## src/rtl/osrx_pkg.sv

```systemverilog
package osrx_pkg;
  localparam int unsigned DATA_W = 9;

  localparam logic [2:0] OSR_X16  = 3'd0;
  localparam logic [2:0] OSR_X8   = 3'd1;
  localparam logic [2:0] OSR_X6   = 3'd2;
  localparam logic [2:0] OSR_X4   = 3'd3;
  localparam logic [2:0] OSR_NONE = 3'd4;

  localparam logic [1:0] PAR_EVEN = 2'd1;
  localparam logic [1:0] PAR_ODD  = 2'd2;

  localparam logic [1:0] LEN_7 = 2'd0;
  localparam logic [1:0] LEN_9 = 2'd2;

  typedef enum logic [2:0] {ST_IDLE, ST_START, ST_DATA, ST_PAR, ST_STOP} rx_state_e;

  typedef struct packed {
    logic [DATA_W-1:0] data;
    logic              perr;
    logic              ferr;
  } rx_frame_t;

  // last phase index of a bit (ticks per bit minus one)
  function automatic logic [3:0] osr_last(input logic [2:0] sel);
    case (sel)
      OSR_X8:   return 4'd7;
      OSR_X6:   return 4'd5;
      OSR_X4:   return 4'd3;
      OSR_NONE: return 4'd0;
      default:  return 4'd15;
    endcase
  endfunction

  function automatic logic [3:0] osr_mid(input logic [2:0] sel);
    case (sel)
      OSR_X8:   return 4'd4;
      OSR_X6:   return 4'd3;
      OSR_X4:   return 4'd2;
      OSR_NONE: return 4'd0;
      default:  return 4'd8;
    endcase
  endfunction

  function automatic logic vote_allowed(input logic [2:0] sel);
    return !(sel == OSR_X4 || sel == OSR_NONE);
  endfunction

  function automatic logic [3:0] frame_bits(input logic [1:0] len);
    case (len)
      LEN_7:   return 4'd7;
      LEN_9:   return 4'd9;
      default: return 4'd8;
    endcase
  endfunction
endpackage

```

## src/rtl/osrx_frame_rx.sv

```systemverilog
module osrx_frame_rx
  import osrx_pkg::*;
(
  input  logic       clk_i,
  input  logic       rst_ni,
  input  logic       tick_i,
  input  logic       line_i,
  input  logic [2:0] osr_sel_i,
  input  logic       vote_en_i,
  input  logic [1:0] len_sel_i,
  input  logic [1:0] par_sel_i,
  output logic       frame_valid_o,
  output rx_frame_t  frame_o
);
  rx_state_e         state_q;
  logic [3:0]        phase_q, idx_q;
  logic [1:0]        hist_q;
  logic [DATA_W-1:0] shreg_q;
  logic              pbit_q;

  logic [3:0] last, mid, nbits;
  logic       no_osr, use_vote, maj, smp, at_dec, par_on;

  always_comb begin
    last     = osr_last(osr_sel_i);
    mid      = osr_mid(osr_sel_i);
    nbits    = frame_bits(len_sel_i);
    no_osr   = (osr_sel_i == OSR_NONE);
    use_vote = vote_en_i && vote_allowed(osr_sel_i);
    // hist_q[1]: phase mid-1, hist_q[0]: phase mid, line_i: phase mid+1
    maj      = (hist_q[1] & hist_q[0]) | (hist_q[1] & line_i) | (hist_q[0] & line_i);
    smp      = no_osr ? line_i : (use_vote ? maj : hist_q[0]);
    at_dec   = tick_i && (no_osr || phase_q == mid + 4'd1);
    par_on   = (par_sel_i == PAR_EVEN) || (par_sel_i == PAR_ODD);
  end

  always_ff @(posedge clk_i or negedge rst_ni) begin
    if (!rst_ni) begin
      state_q       <= ST_IDLE;
      phase_q       <= '0;
      idx_q         <= '0;
      hist_q        <= 2'b11;
      shreg_q       <= '0;
      pbit_q        <= 1'b0;
      frame_valid_o <= 1'b0;
      frame_o       <= '0;
    end else begin
      frame_valid_o <= 1'b0;
      if (tick_i) hist_q <= {hist_q[0], line_i};
      if (tick_i && state_q != ST_IDLE) phase_q <= (phase_q == last) ? '0 : phase_q + 4'd1;
      case (state_q)
        ST_IDLE: if (tick_i && !line_i) begin
          shreg_q <= '0;
          idx_q   <= '0;
          if (no_osr) state_q <= ST_DATA;
          else begin
            state_q <= ST_START;
            phase_q <= 4'd1;
          end
        end
        ST_START: if (at_dec) state_q <= smp ? ST_IDLE : ST_DATA;
        ST_DATA: if (at_dec) begin
          shreg_q[idx_q] <= smp;
          if (idx_q == nbits - 4'd1) state_q <= par_on ? ST_PAR : ST_STOP;
          else idx_q <= idx_q + 4'd1;
        end
        ST_PAR: if (at_dec) begin
          pbit_q  <= smp;
          state_q <= ST_STOP;
        end
        ST_STOP: if (at_dec) begin
          frame_valid_o <= 1'b1;
          frame_o.data  <= shreg_q;
          frame_o.ferr  <= !smp;
          frame_o.perr  <= par_on && (^shreg_q ^ pbit_q ^ (par_sel_i == PAR_ODD));
          state_q       <= ST_IDLE;
          phase_q       <= '0;
        end
        default: state_q <= ST_IDLE;
      endcase
    end
  end

  p_dec_on_tick_r1: assert property (@(posedge clk_i) disable iff (!rst_ni)
    frame_valid_o |-> $past(tick_i));

  p_start_abort_r7: assert property (@(posedge clk_i) disable iff (!rst_ni)
    (state_q == ST_START) && at_dec && smp |=> (state_q == ST_IDLE) && !frame_valid_o);
endmodule

```

## src/rtl/osrx_start_gate.sv

```systemverilog
module osrx_start_gate
  import osrx_pkg::*;
(
  input  logic              clk_i,
  input  logic              rst_ni,
  input  logic              gate_en_i,
  input  logic [DATA_W-1:0] start_val_i,
  input  logic              frame_valid_i,
  input  logic [DATA_W-1:0] frame_data_i,
  output logic              push_o,
  output logic              blocked_o
);
  logic open_q, match;

  assign match     = (frame_data_i == start_val_i);
  assign blocked_o = gate_en_i && (start_val_i != '0) && !open_q;
  assign push_o    = frame_valid_i && (!blocked_o || match);

  always_ff @(posedge clk_i or negedge rst_ni) begin
    if (!rst_ni)                                  open_q <= 1'b0;
    else if (!gate_en_i)                          open_q <= 1'b0;
    else if (blocked_o && frame_valid_i && match) open_q <= 1'b1;
  end

  p_gate_opens_r9: assert property (@(posedge clk_i) disable iff (!rst_ni)
    blocked_o && frame_valid_i && match |=> !blocked_o || !gate_en_i);
endmodule

```

## src/rtl/osrx_fifo.sv

```systemverilog
module osrx_fifo #(
  parameter  int unsigned DEPTH = 16,
  parameter  int unsigned W     = 11,
  localparam int unsigned AW    = $clog2(DEPTH)
) (
  input  logic          clk_i,
  input  logic          rst_ni,
  input  logic          push_i,
  input  logic [W-1:0]  wdata_i,
  input  logic          pop_i,
  output logic [W-1:0]  rdata_o,
  output logic          rvalid_o,
  input  logic          uflow_clr_i,
  output logic          uflow_o,
  input  logic [AW-1:0] wm_i,
  output logic          level_o,
  output logic [AW:0]   count_o
);
  logic [W-1:0]  mem_q [DEPTH];
  logic [AW-1:0] wptr_q, rptr_q;
  logic [AW:0]   count_q;
  logic          full, empty, do_push, do_pop;

  assign full    = (count_q == (AW+1)'(DEPTH));
  assign empty   = (count_q == '0);
  assign do_push = push_i && !full;
  assign do_pop  = pop_i && !empty;
  assign count_o = count_q;
  assign level_o = (count_q >= ({1'b0, wm_i} + (AW+1)'(1)));

  always_ff @(posedge clk_i) begin
    if (do_push) mem_q[wptr_q] <= wdata_i;
  end

  always_ff @(posedge clk_i or negedge rst_ni) begin
    if (!rst_ni) begin
      wptr_q   <= '0;
      rptr_q   <= '0;
      count_q  <= '0;
      rdata_o  <= '0;
      rvalid_o <= 1'b0;
      uflow_o  <= 1'b0;
    end else begin
      rvalid_o <= do_pop;
      if (do_push) wptr_q <= wptr_q + 1'b1;
      if (do_pop) begin
        rptr_q  <= rptr_q + 1'b1;
        rdata_o <= mem_q[rptr_q];
      end
      case ({do_push, do_pop})
        2'b10:   count_q <= count_q + 1'b1;
        2'b01:   count_q <= count_q - 1'b1;
        default: count_q <= count_q;
      endcase
      if (pop_i && empty)   uflow_o <= 1'b1;
      else if (uflow_clr_i) uflow_o <= 1'b0;
    end
  end

  p_full_drop_r10: assert property (@(posedge clk_i) disable iff (!rst_ni)
    push_i && full && !pop_i |=> count_q == $past(count_q));

  p_uflow_set_r12: assert property (@(posedge clk_i) disable iff (!rst_ni)
    pop_i && empty |=> uflow_o && !rvalid_o);

  p_uflow_sticky_r12: assert property (@(posedge clk_i) disable iff (!rst_ni)
    uflow_o && !uflow_clr_i |=> uflow_o);

  p_pushpop_r13: assert property (@(posedge clk_i) disable iff (!rst_ni)
    push_i && pop_i && !empty && !full |=> count_q == $past(count_q) && rvalid_o);
endmodule

```

## src/rtl/osr_uart_rx.sv

```systemverilog
module osr_uart_rx
  import osrx_pkg::*;
#(
  parameter  int unsigned FIFO_DEPTH  = 16,
  parameter  int unsigned SYNC_STAGES = 2,
  localparam int unsigned WM_W        = $clog2(FIFO_DEPTH)
) (
  input  logic              clk_i,
  input  logic              rst_ni,
  input  logic              rx_i,
  input  logic              tick_i,
  input  logic [2:0]        osr_sel_i,
  input  logic              vote_en_i,
  input  logic [1:0]        len_sel_i,
  input  logic [1:0]        par_sel_i,
  input  logic              rx_inv_i,
  input  logic              gate_en_i,
  input  logic [DATA_W-1:0] start_val_i,
  input  logic [WM_W-1:0]   wm_sel_i,
  input  logic              rd_en_i,
  input  logic              uflow_clr_i,
  output logic [DATA_W-1:0] rd_data_o,
  output logic              rd_perr_o,
  output logic              rd_ferr_o,
  output logic              rd_valid_o,
  output logic              wm_level_o,
  output logic              uflow_o
);
  localparam int unsigned FW = $bits(rx_frame_t);

  logic      line, frame_valid, push, blocked;
  rx_frame_t frame, rd_frame;
  logic [WM_W:0] fifo_count;

  // line synchronizer, resets to idle (high after optional inversion)
  generate
    if (SYNC_STAGES > 1) begin : g_sync
      logic [SYNC_STAGES-1:0] sync_q;
      always_ff @(posedge clk_i or negedge rst_ni) begin
        if (!rst_ni) sync_q <= '1;
        else         sync_q <= {sync_q[SYNC_STAGES-2:0], rx_i ^ rx_inv_i};
      end
      assign line = sync_q[SYNC_STAGES-1];
    end else begin : g_sync1
      logic sync_q;
      always_ff @(posedge clk_i or negedge rst_ni) begin
        if (!rst_ni) sync_q <= 1'b1;
        else         sync_q <= rx_i ^ rx_inv_i;
      end
      assign line = sync_q;
    end
  endgenerate

  osrx_frame_rx u_frame (
    .clk_i         (clk_i),
    .rst_ni        (rst_ni),
    .tick_i        (tick_i),
    .line_i        (line),
    .osr_sel_i     (osr_sel_i),
    .vote_en_i     (vote_en_i),
    .len_sel_i     (len_sel_i),
    .par_sel_i     (par_sel_i),
    .frame_valid_o (frame_valid),
    .frame_o       (frame)
  );

  osrx_start_gate u_gate (
    .clk_i         (clk_i),
    .rst_ni        (rst_ni),
    .gate_en_i     (gate_en_i),
    .start_val_i   (start_val_i),
    .frame_valid_i (frame_valid),
    .frame_data_i  (frame.data),
    .push_o        (push),
    .blocked_o     (blocked)
  );

  osrx_fifo #(.DEPTH(FIFO_DEPTH), .W(FW)) u_fifo (
    .clk_i       (clk_i),
    .rst_ni      (rst_ni),
    .push_i      (push),
    .wdata_i     (frame),
    .pop_i       (rd_en_i),
    .rdata_o     (rd_frame),
    .rvalid_o    (rd_valid_o),
    .uflow_clr_i (uflow_clr_i),
    .uflow_o     (uflow_o),
    .wm_i        (wm_sel_i),
    .level_o     (wm_level_o),
    .count_o     (fifo_count)
  );

  assign rd_data_o = rd_frame.data;
  assign rd_perr_o = rd_frame.perr;
  assign rd_ferr_o = rd_frame.ferr;

  p_blocked_no_write_r9: assert property (@(posedge clk_i) disable iff (!rst_ni)
    blocked && frame_valid && (frame.data != start_val_i) && !rd_en_i
    |=> fifo_count == $past(fifo_count));
endmodule

```

## config.mk

```make
export PLATFORM = sky130hd
export DESIGN_NAME = osr_uart_rx
export DESIGN_NICKNAME = d
export VERILOG_FILES = /design/src/rtl/osrx_pkg.sv /design/src/rtl/osrx_frame_rx.sv /design/src/rtl/osrx_start_gate.sv /design/src/rtl/osrx_fifo.sv /design/src/rtl/osr_uart_rx.sv
export SDC_FILE = /design/constraint.sdc
export NUM_CORES = 1
export LEC_CHECK = 0
export BUFFER_PORTS_ARGS = -buffer_cell sky130_fd_sc_hd__buf_4
export CAP_MARGIN = 10
export CELL_PAD_IN_SITES_DETAIL_PLACEMENT = 0
export CELL_PAD_IN_SITES_GLOBAL_PLACEMENT = 1
export CORE_MARGIN = 2
export CORE_UTILIZATION = 46
export DETAILED_ROUTE_END_ITERATION = 10
export MAX_ROUTING_LAYER = met4
export PLACE_DENSITY = 0.68
export SYNTH_ARGS = -nofsm -noshare
export SYNTH_HDL_FRONTEND = slang
export SYNTH_SLANG_ARGS = --single-unit
```

## constraint.sdc

```tcl
create_clock -name clk_i -period 3.4 [get_ports clk_i]
set_input_delay 0.17 -clock clk_i [delete_from_list [all_inputs] [get_ports clk_i]]
set_output_delay 0.17 -clock clk_i [all_outputs]
set_load 0.01 [all_outputs]
```

==> results of run 1 <==
routing by layer:
metal / vias to the layer above / share of wire
li1: 2649 / -
met1: 2983 / 0.42
met2: 132 / 0.52
met3: 28 / 0.051
met4: 0 / 0.015
met5: - / 0
worst paths after layout:
path                               startpoint                  to
max                        u_frame.frame_o[7]   u_fifo.count_o[4]
min                              par_sel_i[1]  u_frame.frame_o[1]
max reg2reg                u_frame.frame_o[7]   u_fifo.count_o[4]
min reg2reg                  g_sync.sync_q[0]    g_sync.sync_q[1]
max in group asynchronous              rst_ni    u_fifo.rptr_q[1]
min in group asynchronous              rst_ni   u_fifo.rdata_o[7]
flip-flops by register name, summed over array words and instances, names as in the netlist, 3 cells and up:
register / flops
u_fifo.count_o: 5
u_frame.frame_o: 11
u_frame.phase_q: 4
u_frame.idx_q: 4
u_frame.state_q: 3
u_fifo.wptr_q: 4
u_fifo.rdata_o: 11
u_fifo.mem_q: 176
u_fifo.rptr_q: 4
u_frame.shreg_q: 9
cell families (layout without fill, tap and decap cells):
logic type                 count (synthesis)  in the layout
DFF                                      240            240
and+or+nand+nor                          138            138
muxes                                     78             78
AOI/OAI and AO/OA                         74             74
buffers and inverters                     51            139
xor gates and xnor gates                  40             40
adders and majority gates                 23             23
layout make-up:
| class | count | share of cell area |
|---|---|---|
| clock buffers | 32 | 0.0579 |
| clock inverters | 16 | 0.0180 |
| inverters | 20 | 0.00617 |
| multi-input cells | 353 | 0.274 |
| flip-flops and latches | 240 | 0.567 |
| well taps | 285 | 0.0293 |
| repair buffers | 71 | 0.0473 |
stage by stage:
step                      setup WS, ps  hold WS (ps)  instance area, um2
after floorplan                    610          -126               10500
after global placement             525           321               11200
after detailed placement           447           322               11200
after CTS                          403          13.7               12200
after global routing               152          68.6               12200
final                              449          33.6               12200
Yosys cell counts (all sizes together), types with 4 or more instances:
cell,count,area [um2]
edfxtp,176,5290
dfrtp,60,1500
mux4,55,1240
nand2,33,124
nor2,32,123
nand3,25,125
xnor2,24,210
mux2,23,259
ha,22,275
inv,20,75.1
buf,17,121
xor2,16,140
o21ai,15,75.1
a21oi,14,73.8
clkbuf,14,52.6
nor3,11,55.1
o311ai,8,70.1
nand2b,7,43.8
nor2b,6,37.5
nand4,5,31.3
nor4,5,31.3
or4,5,37.5
a31oi,4,25.0
dfstp,4,105
o21a,4,37.5
o31ai,4,30.0
worst max-delay path, cell delays in order, from the launching register on:
cell and delay (ps):
dfrtp_1 670, xor2_1 130, nor4_1 350, nand3_1 170, a21oi_2 180, inv_1 60, ha_1 230, inv_1 120
fa_1 210, inv_1 50, a21o_1 150, a21oi_1 170, xnor2_1 130, nor2_1 60, xnor2_1 130
power groups by stage:
stage | Sequential (uW) | Clock, uW | Combinational, uW
6_report | 3770 | 2970 | 2280
3_5_place_dp | 3830 | 0 | 2320
3_3_place_gp | 3820 | 0 | 2280
2_1_floorplan | 3720 | 0 | 1800
5_1_grt | 3820 | 3150 | 2530
4_1_cts | 3770 | 3040 | 2340
==> key figures, run 1 <==
GRT
  • GRT Util Overall: 0.193
  • GRT Max-Usage Layer: met2
  • Initial antenna violation count: 0
  • First-pass GRT wire length: about 34000 um
  • GRT met2 Usage: 0.332
  • Routing usage on met3: 0.0326
  • Largest net degree at the start of global routing: 65
  • Vias in the first global route: 5884
  • Total grt overflow: 0
  • Met1 usage: 0.247

Final layout
  • Antenna cells: 0
  • Final Util: 0.540
  • Most common cell after layout, fill and taps aside: edfxtp_1
  • Storage element area: approximately 6900 um2
  • Share of cells above drive strength 1: 0.268
  • Fill count: between 1500 and 2000
  • Multi-input logic area: 3330 um2
  • Area grow syn2layout: 16.1%
  • Final Non-Filler Cells: just over 1000
  • Most frequent cells in the layout: 176 x edfxtp_1, 62 x buf_4, 58 x dfrtp_1, 55 x mux4_2, 33 x nand2_1
  • Final net count: between 700 and 800

Die
  • Row Count: 55
  • Core Region: ~23000 um2
  • Chip Width: between 150 and 200 um
  • I/O pins: 43
  • DIE AREA: 24000 um2
  • Initial core utilization: 0.465
  • Die Height: between 150 and 200 um

Timing
  • Worst-margin pin slew: 895 ps
  • Final Hold Viols: 0
  • Normalized max-slew margin: 0.403
  • Fmax: 0.339 GHz
  • Post-route setup TNS: 0 ps
  • # setup viols final: 0
  • RSZ-0062 raised after global routing: no
  • Setup Skew: around 19 ps
  • Fin crit share: 0.868
  • Minimum clock period after layout: approximately 3000 ps
  • Fin. max-slew vios: 0

Route
  • Total wire length: roughly 22000 um
  • Via-to-Cell Ratio: 5.70
  • Drt first pass iters: 4
  • Drt drc: 0
  • WL per Instance: about 22 um
  • Initial DRC Count: between 200 and 300
  • Post-route ant nets: 0
  • Via count: around 5800

Logic synthesis
  • Most used DFF post-synth: edfxtp_1
  • Post-synth design cell area: about 10000 um2
  • Async S/R FF share, synth: 0.267
  • Post-synth net total: a little under 700
  • Largest family of logic cells by synthesized area: multiplexers
  • Post-synth EDFFs: roughly 180
  • Mux share of post-synthesis cell area: 0.143
  • Compound-Gate Fraction of Synth Area: 0.0493
  • #FFs+latches synth: 240
  • Post-synth cell types: 57
  • Mapped Cells: around 640
  • Simple-Gate Fraction of Synth Area: 0.0643
  • Synth Area per Inst: between 15 and 20 um2
  • Ys Warns: 0
  • Sequential share of the synthesized area: 0.658
  • XOR/XNOR Fraction of Synth Area: 0.0334
  • Post-synthesis adder-cell area fraction: 0.0282

Clock network
  • Hold buffers post-CTS: 7
  • Num CTS Buffers: 26
  • CTS Buffer Depth: 3
  • Clk root buf: clkbuf_16
  • Clock Latency Late Sink: ~520 ps
  • CTS tree: done
  • PostCTS Resize Cnt: 0
  • Clk slew on worst S/H paths: around 60 ps
  • Total setup buffers inserted after CTS: 0
  • CTS HTree Levels: 1
  • Clock sinks: 240

Power and ir drop
  • Sw Ratio: 0.276
  • Pwr Total: 9020 uW
  • Net Sw Power: 2490 uW
  • Seq pwr share: 0.418
  • Clk pwr share: 0.329
  • Combinational share of power: 0.253
  • P_int: 6540 uW
  • Leak: between 0.004 and 0.005 uW
  • Power per cell area: approximately 740 nW/um2
  • Peak supply drop: between 0.0003 and 0.0004 V

Hold path
  • Worst Hold Class: primary input to register
  • Hold Crit Depth: 3

Worst setup path
  • R2R setup slack: roughly 450 ps
  • Crit. End Element: register
  • Worst EP arrival: between 3000 and 4000 ps
  • Worst R2R Path Depth: 14
  • Worst path required time: between 3000 and 4000 ps
  • CP max FO: 18
  • CP startpoint kind: register
  • Crit path kind: register to register

Run
  • Max-Cap Viols: 0

Status
  • Status: finished, final reports clean

Place
  • Dpl cells: 962
  • Post-detail-place hpwl: between 10000 and 15000 um
  • GP Congestion: just over 0.8
  • IO Port Bufs: 42
Power figures use the tool's default switching activity.
==> run 2: changes to the inputs <==
clock period = 3.75 ns   (was 3.4 ns; I/O delays follow)
==> run 2 against run 1 <==
Final cell count about the same. Fmax decreased by 7.3%. Sequential cell count unchanged. Clock power decreased by 15%. Worst setup slack improved by 120 ps. Utilization decreased by 0.32 points. Highest routed layer unchanged. Via count decreased by 1.2%. Non-clock buffer count decreased by 1. Die area unchanged. First-iteration DRC count increased by 12%.
==> key figures, run 2 (synthesis gave the netlist of run 1 again) <==
Status
  • Status: finished, final reports clean

Worst setup path
  • FF-to-FF Start: u_frame.frame_o[7]
  • CP startpoint kind: register
  • Worst R2R Path Depth: 14
  • CP max stage delay: 550 ps
  • Buf/Inv on CP: 3
  • R2R setup slack: approximately 570 ps
  • Worst R2R End: u_fifo.count_o[4]
  • CP max FO: 18
  • Worst EP arrival: ~3600 ps
  • Crit path kind: register to register
  • CP top delay family: compound AO/OA/AOI/OAI gates
  • Crit. End Element: register
  • Crit-path most repeated cell: inv_1
  • Crit-path slowest cell: dfrtp_1
  • Worst path required time: about 4200 ps
  • CP Cell Sequence: xor2_1 > nor4_1 > nand3_1 > a21oi_2 > inv_1 > ha_1 > inv_1 > fa_1 > inv_1 > a21o_1 > a21oi_1 > xnor2_1 > nor2_1 > xnor2_1

Final layout
  • Max reg flops: approximately 180
  • Area grow syn2layout: 15.4%
  • Most frequent cells in the layout: 176 x edfxtp_1, 61 x buf_4, 58 x dfrtp_1, 55 x mux4_2, 33 x nand2_1
  • Most common cell after layout, fill and taps aside: edfxtp_1
  • Final net count: 763
  • Share of cells above drive strength 1: 0.264
  • Antenna cells: 0
  • Top reg by flops: u_fifo.mem_q
  • Fill count: 1810
  • Largest regs: u_fifo.mem_q (176), u_fifo.rdata_o (11), u_frame.frame_o (11)
  • Final Non-Filler Cells: 1016
  • Final Util: 0.537

Die
  • Core Region: between 20000 and 25000 um2
  • Chip Width: ~150 um
  • I/O pins: 43
  • Initial core utilization: 0.465
  • DIE AREA: roughly 24000 um2
  • Row Count: 55
  • Die Height: approximately 150 um

Timing
  • Minimum clock period after layout: 3180 ps
  • Worst-margin pin slew: 1010 ps
  • Fmax: 0.314 GHz
  • # setup viols final: 0
  • RSZ-0062 raised after global routing: no
  • Fin. max-slew vios: 0
  • Normalized max-slew margin: 0.327
  • Post-route setup TNS: 0 ps
  • Post-route worst setup slack: around 570 ps
  • Fin crit share: 0.849
  • Final Hold Viols: 0
  • Setup Skew: slightly above 9 ps

Power and ir drop
  • Sw Ratio: 0.283
  • Pwr Total: 8020 uW
  • Peak supply drop: 0.000301 V
  • Power per cell area: 663 nW/um2
  • Combinational share of power: 0.242
  • Clk pwr share: 0.314
  • Net Sw Power: 2270 uW
  • Seq pwr share: 0.445
  • P_int: 5750 uW
  • Leak: approximately 0.0044 uW

Run
  • Max-Cap Viols: 0

Place
  • Post-Place Setup Slack: between 500 and 600 ps
  • Post-detail-place hpwl: 13800 um
  • IO Port Bufs: 42
  • Dpl cells: a little under 1000
  • GP Congestion: 0.824

Hold path
  • Hold endpoint: u_fifo.rvalid_o
  • Hold path start: rd_en_i
  • Worst Hold Class: primary input to register
  • Hold Crit Depth: 3

GRT
  • First-pass GRT wire length: roughly 34000 um
  • Vias in the first global route: approximately 5800
  • Total grt overflow: 0
  • Initial antenna violation count: 0
  • GRT Util Overall: 0.194
  • Largest net degree at the start of global routing: 65

Route
  • Total wire length: about 22000 um
  • Drt drc: 0
  • Via count: between 5000 and 6000
  • WL per Instance: 21.7 um
  • Via-to-Cell Ratio: 5.63
  • Initial DRC Count: approximately 310
  • Post-route ant nets: 0
  • Drt first pass iters: 5

Clock network
  • Clk slew on worst S/H paths: around 60 ps
  • PostCTS Resize Cnt: 0
  • Clk root buf: clkbuf_16
  • CTS Buffer Depth: 3
  • Hold buffers post-CTS: 7
  • Clock sinks: 240
  • CTS tree: done
  • Clock Latency Late Sink: 520 ps
  • CTS HTree Levels: 1
  • Num CTS Buffers: 26
  • Total setup buffers inserted after CTS: 0
## run 2: worst register-to-register path, cell delays in order (launching register included)
cell and delay [ps]:
dfrtp_1 550, xor2_1 220, nor4_1 400, nand3_1 160, a21oi_2 350, inv_1 90
ha_1 250, inv_1 120, fa_1 210, inv_1 60, a21o_1 160, a21oi_1 170
xnor2_1 130, nor2_1 70, xnor2_1 130
## run 2: cell type report
class                      count  area (um2)  share of cell area
timing repair buffer          70         568              0.0470
clock buffer                  33         728              0.0603
inverter                      20        75.1             0.00621
clock inverter                15         130              0.0108
multi-input combinational    353        3330               0.276
tap                          285         357              0.0295
sequential                   240        6890               0.570
## run 2: stage by stage
stage	cell area, um2	hold WS (ps)
after floorplan	10500	-108
after global placement	11200	335
after detailed placement	11200	341
after global routing	12100	96.4
final	12100	49.3
after CTS	12100	41.1
## run 2: worst max path at each step
stage                              startpoint            endpoint  slack (ps)  cells after the start
final                      u_frame.frame_o[7]   u_fifo.count_o[4]         570                     14
after global routing      u_frame.frame_o[10]   u_fifo.count_o[4]         250                     14
after CTS                 u_frame.frame_o[10]   u_fifo.count_o[4]         520                     14
after detailed placement  u_frame.frame_o[10]   u_fifo.count_o[4]         550                     14
after global placement    u_frame.frame_o[10]   u_fifo.count_o[4]         640                     12
after floorplan           u_frame.frame_o[10]  u_fifo.mem_q[3][0]         960                      6
## run 2: power by group through the flow
stage                     Sequential (uW)  Combinational [uW]  Clock (uW)
after detailed placement             3630                1960           0
after CTS                            3580                1980        2570
final                                3560                1940        2520
after floorplan                      3370                1630           0
after global placement               3620                1910           0
after global routing                 3630                2140        2680
## run 2: metal layers
metal / wire length, um / part of all wire / up-vias / GRT usage
met4: 377 / 0.017 / 0 / 0.0441
met1: 9590 / 0.44 / 2941 / 0.256
met2: 11100 / 0.51 / 109 / 0.326
met5: 0 / 0 / - / -
met3: 926 / 0.042 / 35 / 0.0265
li1: - / - / 2638 / -
==> run 3: changes to the inputs <==
PLACE_DENSITY = 0.7   (was 0.68)
clock period = 2.9 ns   (was 3.75 ns; I/O delays follow)
==> run 3 against run 2 <==
Register-to-register slack got worse by 420 ps. Sequential share of layout area decreased by 0.45 points. Global-route usage is 0.64 points lower. Clock power rose by 22%. Critical path depth decreased by 1. First-iteration DRC count decreased by 1.6%. Wire length decreased by 2.9%. Utilization increased by 0.42 points. Non-clock buffer count rose by 18. Critical endpoint unchanged.
==> key figures, run 3 (synthesis gave the netlist of run 1 again) <==
Status
  • Status: finished, final reports clean

Hold path
  • Worst Hold Class: primary input to register
  • Hold path start: par_sel_i[1]

Final layout
  • Top reg by flops: u_fifo.mem_q
  • Design area: ~12000 um2
  • Area grow syn2layout: 16.3%
  • Antenna cells: 0
  • Largest regs: u_fifo.mem_q (176), u_fifo.rdata_o (11), u_frame.frame_o (11)
  • Max reg flops: roughly 180
  • Share of cells above drive strength 1: 0.280
  • Most common cell after layout, fill and taps aside: edfxtp_1
  • Final net count: about 800
  • Most frequent cells in the layout: 176 x edfxtp_1, 77 x buf_4, 58 x dfrtp_1, 55 x mux4_2, 33 x nand2_1

Timing
  • RSZ-0062 raised after global routing: no
  • Fin crit share: 0.950
  • Post-route setup TNS: 0 ps
  • # setup viols final: 0
  • Final Hold Viols: 0
  • Setup Skew: between 6 and 7 ps
  • Normalized max-slew margin: 0.389
  • Fin. max-slew vios: 0
  • Minimum clock period after layout: ~2800 ps
  • Fmax: about 0.36 GHz
  • Worst-margin pin slew: ~900 ps

GRT
  • Largest net degree at the start of global routing: between 60 and 70
  • Initial antenna violation count: 0
  • First-pass GRT wire length: around 34000 um
  • Total grt overflow: 0
  • GRT Util Overall: 0.188
  • Vias in the first global route: roughly 6100

Power and ir drop
  • Sw Ratio: 0.284
  • Leak: 0.00450 uW
  • Peak supply drop: ~0.00049 V
  • Clk pwr share: 0.298
  • Combinational share of power: 0.278
  • P_int: between 7000 and 8000 uW
  • Seq pwr share: 0.425
  • Net Sw Power: 2920 uW
  • Power per cell area: around 840 nW/um2

Place
  • Post-detail-place hpwl: 14100 um
  • DP Area: ~11000 um2
  • IO Port Bufs: 42
  • GP Congestion: between 0.8 and 0.9

Route
  • Post-route ant nets: 0
  • Total wire length: 21400 um
  • WL per Instance: ~21 um
  • Via count: 5832
  • Drt drc: 0
  • Via-to-Cell Ratio: 5.66
  • Drt first pass iters: 4
  • Initial DRC Count: just over 300

Die
  • Initial core utilization: 0.465
  • Die Height: roughly 150 um
  • Core Region: roughly 23000 um2
  • Row Count: 55
  • Chip Width: around 150 um
  • I/O pins: between 40 and 50
  • DIE AREA: between 20000 and 25000 um2

Worst setup path
  • Crit. End Element: register
  • Crit path kind: register to register
  • Worst R2R Path Depth: 13
  • CP startpoint kind: register
  • Setup crit end: u_fifo.count_o[4]
  • Worst R2R End: u_fifo.count_o[4]
  • Worst path required time: 3320 ps
  • CP startpoint: u_fifo.count_o[0]
  • CP max FO: 4
  • FF-to-FF Start: u_fifo.count_o[0]
  • R2R setup slack: 150 ps
  • Worst EP arrival: approximately 3200 ps

Clock network
  • Num CTS Buffers: 25
  • Clk slew on worst S/H paths: 60 ps
  • CTS HTree Levels: 1
  • Clock Latency Late Sink: about 500 ps
  • CTS Buffer Depth: 3
  • Clk root buf: clkbuf_16
  • CTS tree: done
  • Clock sinks: between 200 and 250

Run
  • Max-Cap Viols: 0
run 3: metrics by stage:
stage                     worst slack (ps)  power (uW)  utilization  hold WS, ps  std cells
after global routing                  10.3       10800        0.541         59.2       1031
final                                  145       10300        0.541         64.8       1031
after detailed placement              48.2        7320        0.502          297        978
after floorplan                        110        6470            -         -151        644
after CTS                             13.4       10400        0.541         45.3       1031
after global placement                 169        7240        0.502          293        978
run 3: layer usage:
layer / GRT usage / routed length, um
met4: 0.0423 / 347
met1: 0.246 / 9350
met5: - / 0
met2: 0.320 / 11000
met3: 0.0223 / 732
run 3: how the worst min path moves through the flow:
stage	end	depth (start not counted)
4_1_cts	u_frame.frame_o[1]	3
5_1_grt	u_frame.frame_o[1]	3
2_1_floorplan	u_fifo.count_o[0]	0
3_5_place_dp	g_sync.sync_q[0]	2
6_report	u_frame.frame_o[1]	3
3_3_place_gp	g_sync.sync_q[0]	2
run 3: cell type report:
class | count | area, um2
fill | 1776 | 10300
sequential | 240 | 6890
multi-input combinational | 353 | 3340
timing repair buffer | 88 | 718
clock buffer | 29 | 661
tap | 285 | 357
clock inverter | 16 | 133
inverter | 20 | 75.1
run 3: power by group through the flow:
stage / sequential [uW] / combinational, uW / clock [uW]
6_report: 4370 / 2860 / 3070
2_1_floorplan: 4360 / 2110 / 0
4_1_cts: 4370 / 2910 / 3150
3_3_place_gp: 4420 / 2820 / 0
3_5_place_dp: 4440 / 2880 / 0
5_1_grt: 4420 / 3150 / 3280
run 3: worst max-delay path: stages (launching register included):
cell and delay (ps):
dfrtp_1 420, or4_4 550, o21ai_1 170, a21oi_2 50, inv_1 80, ha_1 230
inv_1 100, fa_1 400, inv_1 80, a21o_1 120, a21oi_1 80, xnor2_1 130
nor2_1 130, xnor2_1 130
run 3: what timing repair did:
item,in CTS,in global routing
gates resized for setup,0,3
setup endpoints to repair,0,1
hold endpoints to repair,66,0
setup buffers,0,0
hold buffers,8,0
